<file path="src/rtl/los_pkg.sv">
package los_pkg;

    localparam int REG_AW = 2;
    localparam int REG_DW = 8;

    typedef enum logic [REG_AW-1:0] {
        REG_CFG    = 2'd0,
        REG_SRC_IE = 2'd1,
        REG_BLK_IE = 2'd2,
        REG_STAT   = 2'd3
    } reg_addr_e;

    typedef struct packed {
        logic det_en;
        logic src_ie;
        logic blk_ie;
    } los_cfg_t;

    function automatic logic rail_is_zero(input logic pos, input logic neg);
        return ~(pos | neg);
    endfunction

endpackage

</file>
<file path="src/rtl/los_zero_run.sv">
module los_zero_run
    import los_pkg::*;
#(
    parameter int DECLARE_RUN = 32,
    parameter int CLEAR_RUN   = 4,
    parameter int CLEAR_SPAN  = 32
) (
    input  logic clk,
    input  logic rst,
    input  logic enable,
    input  logic rx_pos,
    input  logic rx_neg,
    output logic int_los
);
    localparam int RUN_W  = $clog2(DECLARE_RUN + 1);
    localparam int SPAN_W = $clog2(CLEAR_SPAN + 1);

    logic [RUN_W-1:0]  run_q, run_nxt;
    logic [SPAN_W-1:0] span_q, span_inc;
    logic              zero_bit, long_run, lost_q;

    always_comb begin
        zero_bit = rail_is_zero(rx_pos, rx_neg);
        if (!zero_bit)
            run_nxt = '0;
        else if (run_q == RUN_W'(DECLARE_RUN))
            run_nxt = run_q;
        else
            run_nxt = run_q + 1'b1;
        long_run = (run_nxt >= RUN_W'(CLEAR_RUN));
        span_inc = span_q + 1'b1;
    end

    always_ff @(posedge clk) begin
        if (rst || !enable) begin
            run_q  <= '0;
            span_q <= '0;
            lost_q <= 1'b0;
        end else begin
            run_q <= run_nxt;
            if (!lost_q) begin
                span_q <= '0;
                if (run_nxt == RUN_W'(DECLARE_RUN))
                    lost_q <= 1'b1;
            end else if (long_run) begin
                span_q <= '0;
            end else if (span_inc == SPAN_W'(CLEAR_SPAN)) begin
                span_q <= '0;
                lost_q <= 1'b0;
            end else begin
                span_q <= span_inc;
            end
        end
    end

    assign int_los = lost_q;
endmodule

</file>
<file path="src/rtl/los_ext_sync.sv">
module los_ext_sync #(
    parameter int STAGES = 1
) (
    input  logic clk,
    input  logic rst,
    input  logic d,
    output logic q
);
    logic [STAGES-1:0] chain;

    always_ff @(posedge clk) begin
        if (rst) chain[0] <= 1'b0;
        else     chain[0] <= d;
    end

    generate
        for (genvar i = 1; i < STAGES; i++) begin : g_stage
            always_ff @(posedge clk) begin
                if (rst) chain[i] <= 1'b0;
                else     chain[i] <= chain[i-1];
            end
        end
    endgenerate

    assign q = chain[STAGES-1];
endmodule

</file>
<file path="src/rtl/los_event.sv">
module los_event (
    input  logic clk,
    input  logic rst,
    input  logic los_now,
    input  logic clr_req,
    output logic change,
    output logic pend
);
    logic prev_q, pend_q;

    assign change = los_now ^ prev_q;

    always_ff @(posedge clk) begin
        if (rst) begin
            prev_q <= 1'b0;
            pend_q <= 1'b0;
        end else begin
            prev_q <= los_now;
            if (change)       pend_q <= 1'b1;
            else if (clr_req) pend_q <= 1'b0;
        end
    end

    assign pend = pend_q;
endmodule

</file>
<file path="src/rtl/los_csr.sv">
module los_csr
    import los_pkg::*;
(
    input  logic              clk,
    input  logic              rst,
    input  logic              wr_en,
    input  logic              rd_en,
    input  logic [REG_AW-1:0] addr,
    input  logic [REG_DW-1:0] wdata,
    input  logic              pend,
    input  logic              los_now,
    output logic [REG_DW-1:0] rdata,
    output los_cfg_t          cfg,
    output logic              clr_req
);
    los_cfg_t cfg_q;

    always_ff @(posedge clk) begin
        if (rst) begin
            cfg_q <= '0;
        end else if (wr_en) begin
            case (addr)
                REG_CFG:    cfg_q.det_en <= wdata[0];
                REG_SRC_IE: cfg_q.src_ie <= wdata[0];
                REG_BLK_IE: cfg_q.blk_ie <= wdata[0];
                default: ;
            endcase
        end
    end

    always_comb begin
        rdata = '0;
        case (addr)
            REG_CFG:    rdata[0] = cfg_q.det_en;
            REG_SRC_IE: rdata[0] = cfg_q.src_ie;
            REG_BLK_IE: rdata[0] = cfg_q.blk_ie;
            REG_STAT: begin
                rdata[0] = pend;
                rdata[1] = los_now;
            end
            default: ;
        endcase
    end

    assign clr_req = rd_en && (addr == REG_STAT);
    assign cfg     = cfg_q;
endmodule

</file>
<file path="src/rtl/los_monitor.sv">
module los_monitor
    import los_pkg::*;
#(
    parameter int DECLARE_RUN = 32,
    parameter int CLEAR_RUN   = 4,
    parameter int CLEAR_SPAN  = 32,
    parameter int EXT_STAGES  = 1
) (
    input  logic              clk,
    input  logic              rst,
    input  logic              rx_pos,
    input  logic              rx_neg,
    input  logic              ext_los,
    input  logic              reg_wr,
    input  logic              reg_rd,
    input  logic [REG_AW-1:0] reg_addr,
    input  logic [REG_DW-1:0] reg_wdata,
    output logic [REG_DW-1:0] reg_rdata,
    output logic              los,
    output logic              irq
);
    los_cfg_t cfg;
    logic     int_los, ext_los_q, change, pend, clr_req;

    los_zero_run #(
        .DECLARE_RUN (DECLARE_RUN),
        .CLEAR_RUN   (CLEAR_RUN),
        .CLEAR_SPAN  (CLEAR_SPAN)
    ) u_run (
        .clk     (clk),
        .rst     (rst),
        .enable  (cfg.det_en),
        .rx_pos  (rx_pos),
        .rx_neg  (rx_neg),
        .int_los (int_los)
    );

    los_ext_sync #(.STAGES(EXT_STAGES)) u_ext (
        .clk (clk),
        .rst (rst),
        .d   (ext_los),
        .q   (ext_los_q)
    );

    assign los = int_los | ext_los_q;

    los_event u_evt (
        .clk     (clk),
        .rst     (rst),
        .los_now (los),
        .clr_req (clr_req),
        .change  (change),
        .pend    (pend)
    );

    los_csr u_csr (
        .clk     (clk),
        .rst     (rst),
        .wr_en   (reg_wr),
        .rd_en   (reg_rd),
        .addr    (reg_addr),
        .wdata   (reg_wdata),
        .pend    (pend),
        .los_now (los),
        .rdata   (reg_rdata),
        .cfg     (cfg),
        .clr_req (clr_req)
    );

    assign irq = pend & cfg.src_ie & cfg.blk_ie;
endmodule

</file>
<file path="config.mk">
export PLATFORM = sky130hd
export DESIGN_NAME = los_monitor
export DESIGN_NICKNAME = d
export VERILOG_FILES = /design/src/rtl/los_pkg.sv /design/src/rtl/los_zero_run.sv /design/src/rtl/los_ext_sync.sv /design/src/rtl/los_event.sv /design/src/rtl/los_csr.sv /design/src/rtl/los_monitor.sv
export SDC_FILE = /design/constraint.sdc
export NUM_CORES = 1
export LEC_CHECK = 0
export BUFFER_PORTS_ARGS = -buffer_cell sky130_fd_sc_hd__buf_2
export CAP_MARGIN = 20
export CORE_MARGIN = 2
export CORE_UTILIZATION = 25
export CTS_BUF_LIST = sky130_fd_sc_hd__clkbuf_8
export CTS_CLUSTER_DIAMETER = 150
export DETAILED_ROUTE_END_ITERATION = 12
export REMOVE_ABC_BUFFERS = 1
export SETUP_SLACK_MARGIN = 0.4
export SKIP_CTS_REPAIR_TIMING = 1
export SLEW_MARGIN = 20
export SYNTH_ARGS = -nofsm -noshare
export SYNTH_HDL_FRONTEND = slang
export SYNTH_HIERARCHICAL = 1
export SYNTH_SLANG_ARGS = --single-unit
</file>
<file path="constraint.sdc">
create_clock -name clk -period 2.9 [get_ports clk]
set_input_delay 0.435 -clock clk [delete_from_list [all_inputs] [get_ports clk]]
set_output_delay 0.435 -clock clk [all_outputs]
set_load 0.005 [all_outputs]
</file>
==> flow_summary.ini <==
[cts]
clock_sinks = 19
clk_path_buf_depth = 2
worst_skew_pair.late_latency_ns = 0.25
tritoncts = built
clk_pin_slew_worst_paths_ns = 0.06
clockRootBuffer = clkbuf_8
cts_max_level = 1
cts_made_buffers = 3

[setup_path]
worstPathMaxFanout = 6
critPathLaunchType = flip-flop
crit_buf_inv = 1
end_kind = flip-flop
slowest_delay_ns = 0.35
cp.arrival_ns = 1.83
cp_cell_sequence = inv_2 > ha_1 > nand2_1 > nor4_4 > nor2_1 > mux2_4 > o31ai_2
worstSetupPathType = reg2reg
cp_top_family = simple AND/OR/NAND/NOR gates
crit_path_top_delay_cell = dfxtp_1
cp.required_ns = 3.07

[pwr]
p_leak_uw = 0.000452
ir_drop_mv = 0.250
power.density_nw_per_um2 = 416
total_power_uw = 472

[synthesis]
ys_async_sr_fraction_pct = 0
synth_top_area_cell = dfxtp_1
syn_area_um2 = 996
yosysMostFrequentCell = dfxtp_1
ys_ff_latch = 19
synth.distinct_cells = 39
synth.avg_cell_area_um2 = 9.86
ys_top_cells_by_area = dfxtp_1 (38%), buf_4 (4.5%), xnor2_1 (4.4%)
synth_cells = 101
synth_ff_type = dfxtp_1
synth_top_area_share_pct = 38.2
ys_seq_area_share_pct = 38.2
synth_edf_count = 0
synth_commonest_cells = dfxtp_1 (19), nor3_1 (8), nor2_1 (7)
yosysWarnings = 6

[timing]
final.min_clock_period_ns = 1.66
fin_skew_ns = 0.00119
hold_violations = 0
period_share_pct = 57.1
slew_violations = 0
fin_ws_ns = 1.24
rsz0062_at_grt = false
setup_viol = 0
fmaxAchievable_mhz = 604
tns_ns = 0
fin_hold_ws_ns = 0.397

[routing]
first_iter_violations = 10
drt-pass1-iter-count = 3
route.detailed.drc = 0
routed_wl_mm = 1.86
vias = 748
wire_per_inst_um = 11.4
via_per_inst = 4.56
ant_nets = 0

[global_route]
grt_pass1_wl_mm = 3.08
overflow = 0
antenna_found_initial = 0
grtUsageTotal_pct = 9.17
grt_start_max_net_pins = 11
grt_pass1_vias = 734

[layout]
fill_cells = 431
nets = 137
area_growth_pct = 14.1
antenna_cells = 0
drive_gt1_share_pct = 21.6
multi_input_area_um2 = 578
register_area_um2 = 380
layout.cells.non_filler = 164

[die]
dieHeight_um = 67.1
core_um2 = 3740
fp.dieArea_um2 = 4500
start_util_pct = 26.6
ios = 27
fp.dieW_um = 67.1
num_rows = 22

[place]
place_ws_ns = 1.24
port_buffers = 13
placed_cells = 160
gp_congestion = 0.713
hpwl_mm = 1.41

[flow_run]
cap_viol_max_count = 0

[run_status]
outcome = complete, no violations

[hold_path]
hold_class = in2reg
## metrics by stage
stage	utilization, %	instance area, µm²
floorplan	-	966
global route	30.3	1140
detailed placement	29.1	1090
finish	30.3	1140
CTS	30.3	1140
global placement	29.1	1090
## placed cells by master, fill, tap and decap left out, types with 3 or more instances in the layout
cell	netlist	layout
buf_2	0	13
clkbuf_8	0	3
conb_1	1	6
dfxtp_1	19	19
ha_1	3	3
mux2i_1	4	4
nand2_1	3	3
nand2b_1	4	4
nand3_1	4	4
nor2_1	7	7
nor2b_1	3	3
nor3_1	8	8
xnor2_1	5	5
xor2_1	4	4
## registers in the layout, summed over array words and instances, names as in the netlist
name / count
u_evt/pend: 1
u_csr/cfg: 3
u_run/span_q: 6
u_ext/q: 1
u_run/run_q: 6
u_run/int_los: 1
u_evt/prev_q: 1
## per-layer routing
layer	share of wire (%)	up-vias	routed length [µm]	track usage (%)
li1	-	378	-	-
met1	45	348	830	10.5
met2	50	18	932	16.2
met3	3.5	4	65	1.18
met4	1.9	0	35	5.36
met5	0	-	0	0
## logic make-up after synthesis
| group | count (synthesis) | synth area share [%] |
|---|---|---|
| AND/OR/NAND/NOR | 45 | 28.1 |
| buffers and inverters | 9 | 5.65 |
| flip-flops | 19 | 38.2 |
| XOR/XNOR | 9 | 7.91 |
| multiplexers | 6 | 7.79 |
| other | 1 | 0.377 |
| adder cells (fa/ha/maj) | 3 | 3.77 |
| AO/OA/AOI/OAI | 9 | 8.17 |
## final timing paths
| kind | start | end | slack, ns | cells after the start |
|---|---|---|---|---|
| setup / recovery | u_run/run_q[0] | u_run/int_los | 1.24 | 7 |
| hold / removal | ext_los | u_ext/q | 0.40 | 2 |
| setup reg to reg | u_run/run_q[0] | u_run/int_los | 1.24 | 7 |
| hold reg to reg | u_run/span_q[0] | u_run/span_q[0] | 0.48 | 1 |
## where the power goes
| part | switching (µW) | internal (µW) | total [µW] |
|---|---|---|---|
| registers | 2.72 | 265 | 268 |
| logic | 14.8 | 16.2 | 31.0 |
| clock network | 79.6 | 93.9 | 174 |
## area by class of cell
class                   count  area share [%]
clock buffers               3            3.63
well taps                  48            5.29
inverters                   2           0.661
clock inverters             1           0.330
flip-flops and latches     19            33.5
repair buffers             13            5.73
multi-input cells          78            50.9
Note: power is estimated with default switching activity, not from simulation.
